## src/rtl/mdio_mgmt_pkg.sv

```systemverilog
package mdio_mgmt_pkg;
  localparam int DW = 16;
  localparam int AW = 5;
  localparam logic [1:0] OP_RD = 2'b10;
  localparam logic [1:0] OP_WR = 2'b01;

  localparam logic [AW-1:0] A_CTRL = 5'd0;
  localparam logic [AW-1:0] A_STAT = 5'd1;
  localparam logic [AW-1:0] A_ID1  = 5'd2;
  localparam logic [AW-1:0] A_ID2  = 5'd3;
  localparam logic [AW-1:0] A_ADV  = 5'd4;
  localparam logic [AW-1:0] A_LPA  = 5'd5;
  localparam logic [AW-1:0] A_EXP  = 5'd6;
  localparam logic [AW-1:0] A_VCFG = 5'd16;
  localparam logic [AW-1:0] A_INT  = 5'd21;

  typedef enum logic [2:0] {
    FS_PRE, FS_ST, FS_OP, FS_ADDR, FS_TA, FS_DATA
  } frame_st_t;

  typedef struct packed {
    logic          wr;
    logic          rd;
    logic [AW-1:0] addr;
    logic [DW-1:0] wdata;
  } mgmt_req_t;
endpackage

```

## src/rtl/mdio_sync.sv

```systemverilog
module mdio_sync #(
  parameter int WIDTH = 2,
  parameter int STAGES = 2,
  parameter logic [WIDTH-1:0] RST_VAL = '0
) (
  input  logic             clk,
  input  logic             rst_n,
  input  logic [WIDTH-1:0] d,
  output logic [WIDTH-1:0] q
);
  logic [WIDTH-1:0] stg [STAGES];

  generate
    for (genvar s = 0; s < STAGES; s++) begin : g_stage
      always_ff @(posedge clk or negedge rst_n) begin
        if (!rst_n) stg[s] <= RST_VAL;
        else if (s == 0) stg[s] <= d;
        else stg[s] <= stg[(s == 0) ? 0 : s-1];
      end
    end
  endgenerate

  assign q = stg[STAGES-1];
endmodule

```

## src/rtl/mdio_frame_ctl.sv

```systemverilog
module mdio_frame_ctl
  import mdio_mgmt_pkg::*;
#(
  parameter int PRE_LEN = 32
) (
  input  logic          clk,
  input  logic          rst_n,
  input  logic          tick,
  input  logic          bit_in,
  input  logic [AW-1:0] phy_addr,
  input  logic [DW-1:0] rd_data,
  output mgmt_req_t     req,
  output logic          mdio_o,
  output logic          mdio_oe
);
  localparam int CW = ($clog2(PRE_LEN+1) > 5) ? $clog2(PRE_LEN+1) : 5;
  localparam logic [CW-1:0] PRE_FULL = CW'(PRE_LEN);
  localparam logic [CW-1:0] ADDR_LAST = CW'(2*AW-1);
  localparam logic [CW-1:0] DATA_LAST = CW'(DW-1);

  frame_st_t       st;
  logic [CW-1:0]   cnt;
  logic [1:0]      op_q;
  logic [2*AW-1:0] addr_sh;
  logic [DW-1:0]   dsh;
  logic            match;
  logic [1:0]      opn;
  logic [2*AW-1:0] addrn;

  assign opn   = {op_q[0], bit_in};
  assign addrn = {addr_sh[2*AW-2:0], bit_in};

  always_ff @(posedge clk or negedge rst_n) begin
    if (!rst_n) begin
      st      <= FS_PRE;
      cnt     <= '0;
      op_q    <= '0;
      addr_sh <= '0;
      dsh     <= '0;
      match   <= 1'b0;
      mdio_o  <= 1'b0;
      mdio_oe <= 1'b0;
      req     <= '0;
    end else begin
      req.wr <= 1'b0;
      req.rd <= 1'b0;
      if (tick) begin
        unique case (st)
          FS_PRE: begin
            mdio_oe <= 1'b0;
            if (bit_in) begin
              if (cnt != PRE_FULL) cnt <= cnt + 1'b1;
            end else begin
              if (cnt == PRE_FULL) st <= FS_ST;
              cnt <= '0;
            end
          end
          FS_ST: begin
            st <= bit_in ? FS_OP : FS_PRE;
            cnt <= '0;
          end
          FS_OP: begin
            op_q <= opn;
            if (cnt == CW'(1)) begin
              cnt <= '0;
              st  <= (opn == OP_RD || opn == OP_WR) ? FS_ADDR : FS_PRE;
            end else begin
              cnt <= cnt + 1'b1;
            end
          end
          FS_ADDR: begin
            addr_sh <= addrn;
            if (cnt == ADDR_LAST) begin
              cnt      <= '0;
              st       <= FS_TA;
              match    <= (addrn[2*AW-1:AW] == phy_addr);
              req.addr <= addrn[AW-1:0];
            end else begin
              cnt <= cnt + 1'b1;
            end
          end
          FS_TA: begin
            if (cnt == '0) begin
              cnt <= CW'(1);
              if (match && op_q == OP_RD) begin
                mdio_oe <= 1'b1;
                mdio_o  <= 1'b0;
                dsh     <= rd_data;
                req.rd  <= 1'b1;
              end
            end else begin
              cnt <= '0;
              st  <= FS_DATA;
              if (match && op_q == OP_RD) begin
                mdio_o <= dsh[DW-1];
                dsh    <= {dsh[DW-2:0], 1'b0};
              end
            end
          end
          FS_DATA: begin
            dsh    <= {dsh[DW-2:0], bit_in};
            mdio_o <= dsh[DW-1];
            if (cnt == DATA_LAST) begin
              cnt     <= '0;
              st      <= FS_PRE;
              mdio_oe <= 1'b0;
              if (match && op_q == OP_WR) begin
                req.wr    <= 1'b1;
                req.wdata <= {dsh[DW-2:0], bit_in};
              end
            end else begin
              cnt <= cnt + 1'b1;
            end
          end
          default: st <= FS_PRE;
        endcase
      end
    end
  end

  // the first driven bit of any read is the turnaround zero
  a_r5_ta_zero: assert property (@(posedge clk) disable iff (!rst_n)
    $rose(mdio_oe) |-> !mdio_o);
  // never drive the line for a foreign address
  a_r3_quiet_foreign: assert property (@(posedge clk) disable iff (!rst_n)
    !match |-> !mdio_oe);
  // line released while hunting for a preamble
  a_r12_release_idle: assert property (@(posedge clk) disable iff (!rst_n)
    (st == FS_PRE) |-> !mdio_oe);
  // a frame yields at most one register access per cycle
  a_r2_single_cmd: assert property (@(posedge clk) disable iff (!rst_n)
    $onehot0({req.wr, req.rd}));
endmodule

```

## src/rtl/mdio_regs.sv

```systemverilog
module mdio_regs
  import mdio_mgmt_pkg::*;
#(
  parameter int INT_W = 4,
  parameter logic [DW-1:0] PHY_ID1 = 16'h0181,
  parameter logic [DW-1:0] PHY_ID2 = 16'hB8A0,
  parameter logic [DW-1:0] STATUS_CAPS = 16'h7849,
  parameter logic [DW-1:0] CTRL_RST = 16'h3100,
  parameter logic [DW-1:0] ADV_RST = 16'h01E1,
  parameter logic [DW-1:0] VCFG_RST = 16'h0010
) (
  input  logic             clk,
  input  logic             rst_n,
  input  mgmt_req_t        req,
  input  logic             link_up,
  input  logic [DW-1:0]    lp_ability,
  input  logic [INT_W-1:0] int_event,
  output logic [DW-1:0]    rd_data,
  output logic             pwr_down,
  output logic             auto_pd_en,
  output logic             irq
);
  localparam int NSCR = 5;
  localparam logic [AW-1:0] SCR_ADDR [NSCR] = '{5'd17, 5'd18, 5'd22, 5'd23, 5'd24};

  logic [DW-1:0]    ctrl, adv, vcfg;
  logic [DW-1:0]    scr [NSCR];
  logic [INT_W-1:0] mask, pend;
  logic             sreset;
  logic [DW-1:0]    int_word;

  assign sreset = req.wr && req.addr == A_CTRL && req.wdata[15];

  always_ff @(posedge clk or negedge rst_n) begin
    if (!rst_n) begin
      ctrl <= CTRL_RST;
      adv  <= ADV_RST;
      vcfg <= VCFG_RST;
      mask <= '0;
    end else if (sreset) begin
      ctrl <= CTRL_RST;
      adv  <= ADV_RST;
      vcfg <= VCFG_RST;
      mask <= '0;
    end else if (req.wr) begin
      if (req.addr == A_CTRL) ctrl <= {1'b0, req.wdata[14:0]};
      if (req.addr == A_ADV)  adv  <= req.wdata;
      if (req.addr == A_VCFG) vcfg <= req.wdata;
      if (req.addr == A_INT)  mask <= req.wdata[8 +: INT_W];
    end
  end

  generate
    for (genvar g = 0; g < NSCR; g++) begin : g_scr
      always_ff @(posedge clk or negedge rst_n) begin
        if (!rst_n) scr[g] <= '0;
        else if (sreset) scr[g] <= '0;
        else if (req.wr && req.addr == SCR_ADDR[g]) scr[g] <= req.wdata;
      end
    end
  endgenerate

  always_ff @(posedge clk or negedge rst_n) begin
    if (!rst_n) begin
      pend <= '0;
      irq  <= 1'b0;
    end else begin
      pend <= ((req.rd && req.addr == A_INT) || sreset ? '0 : pend) | int_event;
      irq  <= |(pend & ~mask);
    end
  end

  always_comb begin
    int_word = '0;
    int_word[INT_W-1:0] = pend;
    int_word[8 +: INT_W] = mask;
  end

  always_comb begin
    rd_data = '0;
    unique case (req.addr)
      A_CTRL: rd_data = {1'b0, ctrl[14:0]};
      A_STAT: rd_data = (STATUS_CAPS & ~16'h0004) | {13'd0, link_up, 2'b00};
      A_ID1:  rd_data = PHY_ID1;
      A_ID2:  rd_data = PHY_ID2;
      A_ADV:  rd_data = adv;
      A_LPA:  rd_data = lp_ability;
      A_EXP:  rd_data = '0;
      A_VCFG: rd_data = vcfg;
      A_INT:  rd_data = int_word;
      default: begin
        for (int k = 0; k < NSCR; k++)
          if (req.addr == SCR_ADDR[k]) rd_data = scr[k];
      end
    endcase
  end

  assign pwr_down   = ctrl[11];
  assign auto_pd_en = vcfg[4];

  // power-down changes only through a register write
  a_r6_pdn_by_write: assert property (@(posedge clk) disable iff (!rst_n)
    !req.wr |=> $stable(pwr_down));
  // soft reset restores the power-down default
  a_r8_sreset_default: assert property (@(posedge clk) disable iff (!rst_n)
    sreset |=> (pwr_down == CTRL_RST[11] && auto_pd_en == VCFG_RST[4]));
  // nothing unmasked pending means no interrupt next cycle
  a_r10_masked_quiet: assert property (@(posedge clk) disable iff (!rst_n)
    ((pend & ~mask) == '0) |=> !irq);
endmodule

```

## src/rtl/mdio_mgmt_slave.sv

```systemverilog
module mdio_mgmt_slave
  import mdio_mgmt_pkg::*;
#(
  parameter int INT_W = 4,
  parameter int SYNC_STAGES = 2
) (
  input  logic             clk,
  input  logic             rst_n,
  input  logic [AW-1:0]    phy_addr,
  input  logic             mdc,
  input  logic             mdio_i,
  output logic             mdio_o,
  output logic             mdio_oe,
  input  logic             link_up,
  input  logic [DW-1:0]    lp_ability,
  input  logic [INT_W-1:0] int_event,
  output logic             pwr_down,
  output logic             auto_pd_en,
  output logic             irq
);
  logic [1:0]    sync_q;
  logic          mdc_d;
  logic          tick;
  mgmt_req_t     req;
  logic [DW-1:0] rd_data;

  mdio_sync #(.WIDTH(2), .STAGES(SYNC_STAGES), .RST_VAL(2'b10)) u_sync (
    .clk(clk), .rst_n(rst_n), .d({mdio_i, mdc}), .q(sync_q)
  );

  always_ff @(posedge clk or negedge rst_n) begin
    if (!rst_n) mdc_d <= 1'b0;
    else mdc_d <= sync_q[0];
  end

  assign tick = sync_q[0] && !mdc_d;

  mdio_frame_ctl u_frame (
    .clk(clk), .rst_n(rst_n), .tick(tick), .bit_in(sync_q[1]),
    .phy_addr(phy_addr), .rd_data(rd_data), .req(req),
    .mdio_o(mdio_o), .mdio_oe(mdio_oe)
  );

  mdio_regs #(.INT_W(INT_W)) u_regs (
    .clk(clk), .rst_n(rst_n), .req(req), .link_up(link_up),
    .lp_ability(lp_ability), .int_event(int_event), .rd_data(rd_data),
    .pwr_down(pwr_down), .auto_pd_en(auto_pd_en), .irq(irq)
  );
endmodule

```

## config.mk

```make
export PLATFORM = sky130hd
export DESIGN_NAME = mdio_mgmt_slave
export DESIGN_NICKNAME = d
export VERILOG_FILES = /design/src/rtl/mdio_mgmt_pkg.sv /design/src/rtl/mdio_sync.sv /design/src/rtl/mdio_frame_ctl.sv /design/src/rtl/mdio_regs.sv /design/src/rtl/mdio_mgmt_slave.sv
export SDC_FILE = /design/constraint.sdc
export NUM_CORES = 1
export LEC_CHECK = 0
export ABC_CLOCK_PERIOD_IN_PS = 2510
export BUFFER_PORTS_ARGS = -buffer_cell sky130_fd_sc_hd__buf_4
export CAP_MARGIN = 40
export CORE_MARGIN = 2
export CORE_UTILIZATION = 44
export DETAILED_ROUTE_END_ITERATION = 12
export PLACE_DENSITY_LB_ADDON = 0.1
export SYNTH_ARGS = -nofsm -noshare
export SYNTH_HDL_FRONTEND = slang
export SYNTH_SLANG_ARGS = --single-unit
```

## constraint.sdc

```tcl
create_clock -name clk -period 2.51 [get_ports clk]
set_clock_uncertainty 0.05 [all_clocks]
set_input_delay 0.1255 -clock clk [delete_from_list [all_inputs] [get_ports clk]]
set_output_delay 0.1255 -clock clk [all_outputs]
set_load 0.05 [all_outputs]
```

## Yosys cells after proc, flatten, opt, wreduce, memory -nomap -nowiden

Cells that the tools add are included.

- Register bits after elaboration: 203
- Output and inout port bits: 5
- Word-level logic and storage cells: 179

- $add $sub $neg: 1
- Eq/ne operators: 37
- Multiplexer cells: 69
- Bitwise logic cells: 3
- Reductions and logical operators: 43

Operators with widths:

| operator | number |
|---|---|
| 16-bit two-way mux | 27 |
| 16-bit case mux with 9 select lines | 1 |
| 15-bit two-way mux | 3 |
| 6-bit case mux with 6 select lines | 1 |
| 5-bit equality test (second input constant) | 7 |
| 16-bit case mux with 2 select lines | 1 |
| 6-bit two-way mux | 5 |
| 23-bit two-way mux | 1 |
| 2-bit nonzero test | 11 |
| 3-bit two-way mux | 6 |
| 3-bit case mux with 6 select lines | 1 |
| 4-bit two-way mux | 4 |
| 5-bit by 3-bit equality test with 1-bit output (second input constant) | 3 |
| 1-bit two-way mux | 13 |
| 6-bit by 4-bit equality test with 1-bit output (second input constant) | 2 |
| 2-bit by 1-bit inequality test with 1-bit output (second input constant) | 6 |
| 2-bit AND reduction | 6 |
| 1-bit logical AND | 11 |
| 5-bit by 2-bit equality test with 1-bit output (second input constant) | 2 |
| 5-bit two-way mux | 2 |
| 3-bit AND reduction | 3 |
| 7-bit AND reduction | 1 |
| 6-bit by 1-bit adder with 6-bit output (second input constant) | 1 |
| 3-bit by 2-bit equality test with 1-bit output (second input constant) | 2 |
| 27 further kinds | 33 |

## Depth between registers and ports, before layout

- Depth in word-level cells: 10
- Gate-level depth with buffers: 9
- Depth with buffers taken out: 7

## Modules after synthesis

Synthesis repeated with hierarchy kept, for this count alone.

- Cells, all modules: 1125
- Area total of the unflattened synthesis: 10237.3 µm²

By module, submodules not included:

| module | times used | cells an instance | area an instance (µm²) | seq. area each (µm²) |
|---|---|---|---|---|
| mdio_regs | 1 | 861 | 7123.1 | 3414.5 |
| mdio_frame_ctl | 1 | 256 | 2957.8 | 1551.5 |
| mdio_sync | 1 | 6 | 117.6 | 102.6 |
| mdio_mgmt_slave | 1 | 2 | 38.8 | 25.0 |

## Least setup slack after synthesis

Ideal clock, no wire load.

- Path kind: register to register
- From: register u_frame.cnt[0]
- To: register u_frame.req[10] (netlist name)
- Setup time: 0.125 ns
- Data arrival time: 1.898 ns
- Slack: 0.438 ns
- Cell stages (with the launch flop): 8
- Cell sequence: dfrtp_1 ha_1 nand3_2 nor3_2 inv_1 nor4_4 buf_6 mux2_2

- Cells in the longest elaborated chain, start to end: 2

Ends and longest elaborated chain:

| item | RTL line | text |
|---|---|---|
| start, declared | mdio_frame_ctl.sv:22 | `logic [CW-1:0] cnt;` |
| start signal, assigned | mdio_frame_ctl.sv:52 | `if (cnt != PRE_FULL) cnt <= cnt + 1'b1;` |
| start signal, assigned | mdio_frame_ctl.sv:68 | `cnt <= cnt + 1'b1;` |
| start signal, assigned | mdio_frame_ctl.sv:79 | `cnt <= cnt + 1'b1;` |
| 6-bit by 4-bit equality test with 1-bit output | mdio_frame_ctl.sv:103 | `if (cnt == DATA_LAST) begin` |
| 4-bit AND reduction (no line) | -- |  |

Every way passes these cells.
A chain may end at the register's enable or synchronous reset.

## Worst setup path in the final report

- From: register u_frame.cnt[1]
- To: register u_frame.match

- Cells in the longest elaborated chain, start to end: 2

Ends and longest elaborated chain:

| item | RTL line | text |
|---|---|---|
| 6-bit by 4-bit equality test with 1-bit output | mdio_frame_ctl.sv:73 | `if (cnt == ADDR_LAST) begin` |
| 3-bit AND reduction (no line) | -- |  |
| end signal, assigned | mdio_frame_ctl.sv:76 | `match <= (addrn[2*AW-1:AW] == phy_addr);` |
| end, declared | mdio_frame_ctl.sv:26 | `logic match;` |

Every way passes these cells.

==> key figures <==
Power
  – Power per cell area: 608 nW/µm²
  – Sequential power share: a little under half
  – Internal power: between 5000 and 6000 µW
  – Clock power frac: 50.7%
  – Static Leak: ~0.0055 µW
  – Sw Share: about a fifth
  – Net Sw Power: roughly 1600 µW
  – Combinational share of power: around 3.7%
  – Worst VDD drop: ~0.4 mV

Floorplan
  – Initial Utilization: 44.5%
  – I/O pin count: 35
  – # rows: between 50 and 60
  – DIE AREA: around 25,000 µm²
  – Die H: roughly 160 µm
  – Die width: approximately 160 µm
  – Area of the core: about 23,000 µm²

Clock network
  – H-tree Lvls: 1
  – Clock transition at path regs: approximately 60 ps
  – Clk sinks: 203
  – Setup bufs post-CTS: 0
  – Clock buffer count from CTS: 24
  – Clock root cell: clkbuf_16
  – CTS Buffer Depth: 3
  – Clock latency at the later pin of the worst-skew pair: just over 500 ps
  – CTS tree: built

Setup path
  – Worst r2r path cells: 7
  – CP Data Arrival Time: 2740 ps
  – Crit path cell chain: inv_1 -> ha_1 -> nor4b_2 -> nand2_1 -> or2_1 -> nor4_2 -> a32o_1
  – R2R Path Start: u_frame.cnt[1]
  – Number of cells on the critical path: 7
  – Worst path slowest cell: nor4b_2
  – CP Buf/Inv Count: 1
  – CP max FO: 9
  – Crit end category: flip-flop
  – Startpoint types: flip-flop
  – R2r setup slk: about 160 ps
  – Largest stage delay, worst path: ~440 ps
  – Crit path launch: u_frame.cnt[1]
  – Worst R2R End: u_frame.match
  – WP data required: around 2900 ps
  – Cell family with the largest share of critical-path delay: simple AND/OR/NAND/NOR gates
  – Crit Path Class: flip-flop to flip-flop

Timing
  – Slew Limit Fails: 0
  – Final-report hold violation count: 0
  – Post-route setup TNS: 0 ps
  – RSZ-0062 raised after global routing: false
  – Setup violations, final: 0
  – Tmin final: between 2000 and 2500 ps
  – Setup WS post-layout: roughly 160 ps
  – Fmax: ~430 MHz
  – Final period util: roughly 93%
  – Measured slew at the worst slew-check pin: 860 ps
  – Max_slew headroom: between 40% and 50%

Place
  – IO Port Bufs: 34
  – Post-DP Area: 11,000 µm²
  – Dpl ws: 34.6 ps
  – HPWL after DPL: around 19,000 µm
  – RD Place Congestion: about 0.84
  – Placed cells: 1,397

Detailed routing
  – Vias per inst: around 5.6
  – 1st-pass router iterations: 5
  – DRT Wirelength: roughly 29,000 µm
  – Initial DRC Count: roughly 670
  – Vias: roughly 8,100
  – Wirelength per Cell: just under 20 µm
  – Antenna-violating nets left: 0
  – Remaining DRCs: 0

Worst hold path
  – Hold path endpoint: u_frame.dsh[1]
  – HP Start: lp_ability[1]
  – Hold path depth: 4
  – Hold WC Path Type: input pin to flip-flop

Synth
  – Register bit total from synthesis: approximately 200
  – Largest area contributor in the netlist: dfrtp_1
  – Syn Nets: 1,129
  – Share of the synthesized area in the top cell type: between 40% and 50%
  – Post-synthesis cell count: ~1,100
  – Synth Flop Type: dfrtp_1
  – Cell Area, Synth: 10,400 µm²
  – Top cells by area, synth: dfrtp_1 46%, nor2_1 5.5%, a21oi_1 4.9%
  – Ys Warns: 0
  – Netlist cell types: between 70 and 80
  – Avg Cell Area, Syn: approximately 9.4 µm²
  – Sequential area share after synthesis: 49.2%
  – Fraction of registers with async set/reset: between 90% and 100%
  – Post-synth EDFFs: 0

Global routing
  – Largest net degree at the start of global routing: 66
  – Initial antenna violation count: 0
  – First-pass GRT wire length: ~46,000 µm
  – Vias in the first global route: 8,141
  – Total gr overflow: 0
  – Aggregate global-route resource usage: a little under a quarter

Flow run
  – Maxcap violations: 0

Layout
  – Cell area after layout: 12,100 µm²
  – Share of layout cells above drive strength 1: 17.2%
  – # fillers: ~2,200
  – Fin util: around half
  – Antenna cells: 0
  – Post-route insts no fill: roughly 1,500
  – Final nets: between 1,000 and 1,500
  – Syn-to-layout area delta: 16.7%

Status
  – Outcome: finished, final reports clean
[worst register-to-register path: stages, from the launching register on]
cell and delay [ps]:
dfrtp_1 410, inv_1 90, ha_1 130, nor4b_2 440, nand2_1 180, or2_1 430, nor4_2 350, a32o_1 190
[per-layer routing]
layer	share of wire, %	wire, µm	global-route usage, %	up-vias
li1	-	-	-	3880
met3	3.8	1090	3.22	45
met4	2.0	570	5.02	0
met2	48	13700	38.7	177
met5	0	0	0	-
met1	46	13200	33.6	4042
[state kept, by name, indices dropped and copies added, names as in the netlist]
| signal | flops |
|---|---|
| u_regs.scr | 80 |
| u_frame.req | 23 |
| u_frame.dsh | 16 |
| u_regs.adv | 16 |
| u_regs.vcfg | 16 |
| u_regs.ctrl | 15 |
| u_frame.addr_sh | 9 |
| u_frame.cnt | 6 |
| u_regs.mask | 4 |
| u_regs.pend | 4 |
| u_frame.st | 3 |
| u_frame.op_q | 2 |
| u_sync.q | 2 |
| u_sync.stg | 2 |
| mdc_d | 1 |
| u_frame.match | 1 |
| u_frame.mdio_o | 1 |
| u_frame.mdio_oe | 1 |
| u_regs.irq | 1 |
[cell type report]
cell class	instances	area (µm²)	area share, %
Sequential cell	203	5090	42.2
Multi-Input combinational cell	739	4610	38.2
Timing Repair Buffer	103	923	7.65
Clock buffer	39	758	6.28
Tap cell	319	399	3.31
Inverter	50	188	1.55
Clock inverter	5	100	0.829
[cell usage after synthesis, drive strengths merged, types with 4 or more instances]
| master | n |
|---|---|
| mux2 | 34 |
| o22ai | 17 |
| a31oi | 4 |
| clkbuf | 59 |
| and3 | 8 |
| o32ai | 15 |
| buf | 45 |
| and2 | 6 |
| nand3 | 46 |
| nor4b | 4 |
| a22o | 12 |
| a22oi | 10 |
| mux2i | 50 |
| o31ai | 4 |
| nor2b | 9 |
| a221oi | 5 |
| nand3b | 16 |
| dfrtp | 192 |
| dfstp | 11 |
| or3 | 18 |
| nor4 | 13 |
| a2bb2oi | 16 |
| a222oi | 4 |
| xor2 | 4 |
| a21o | 5 |
| o21ai | 32 |
| nor3 | 12 |
| nor2 | 153 |
| a21oi | 101 |
| nand2b | 8 |
| nand2 | 90 |
| inv | 49 |
[cells in the final DEF (no fill, tap or decap), types with 6 or more instances in the layout]
cell             n
dfrtp_1        192
o21ai_0         31
clkbuf_8         8
dlygate4sd3_1   17
o22ai_1         17
nand2_1         90
nor2b_1          8
inv_1           49
clkbuf_1         6
mux2_2          33
a22oi_1         10
a2bb2oi_1       16
a21oi_1        101
o32ai_1          7
nand2b_1         7
mux2i_1         50
dfstp_2         11
nor3_1          10
nor2_1         153
or3_1           17
o32ai_2          8
nor4_1           9
nand3b_1        16
nand3_1         44
and3_1           8
buf_12           8
a22o_1          12
buf_4           77
clkbuf_16       25
[worst max path at each step]
stage	slack [ps]	endpoint
final	160	u_frame.match
after global routing	2	u_frame.match
after CTS	20	u_frame.dsh[7]
after detailed placement	30	u_frame.dsh[7]
after global placement	110	u_frame.dsh[7]
after floorplan	440	u_frame.req[10]
[cells by family (layout without fill, tap and decap cells)]
| group | count (synthesis) | in the layout | share of synthesized area, % |
|---|---|---|---|
| AND/OR/NAND/NOR | 402 | 402 | 19.1 |
| AO/OA/AOI/OAI | 244 | 244 | 15.8 |
| flip-flops | 203 | 203 | 49.2 |
| buffers and inverters | 154 | 197 | 6.54 |
| multiplexers | 84 | 84 | 8.53 |
| XOR/XNOR | 6 | 6 | 0.508 |
| adder cells (fa/ha/maj) | 3 | 3 | 0.363 |
[what timing repair did]
item / CTS / global route
gates resized for setup: 0 / 3
hold buffers: 17 / 0
endpoints found under the hold margin: 119 / 0
setup endpoints to repair: 0 / 4
[metrics by stage]
step,total power [µW],hold WS [ps]
global route,7620,42.1
finish,7350,37.1
detailed placement,3660,72.5
global placement,3660,78.2
CTS,7420,25.9
floorplan,3500,-220
[power by group through the flow]
stage / combinational, µW / sequential, µW / clock [µW]
after floorplan: 120 / 3380 / 0
after global placement: 253 / 3400 / 0
after detailed placement: 253 / 3400 / 0
after CTS: 274 / 3350 / 3800
after global routing: 316 / 3350 / 3950
final: 273 / 3350 / 3720
No activity file was read; power rests on OpenSTA's default activity.
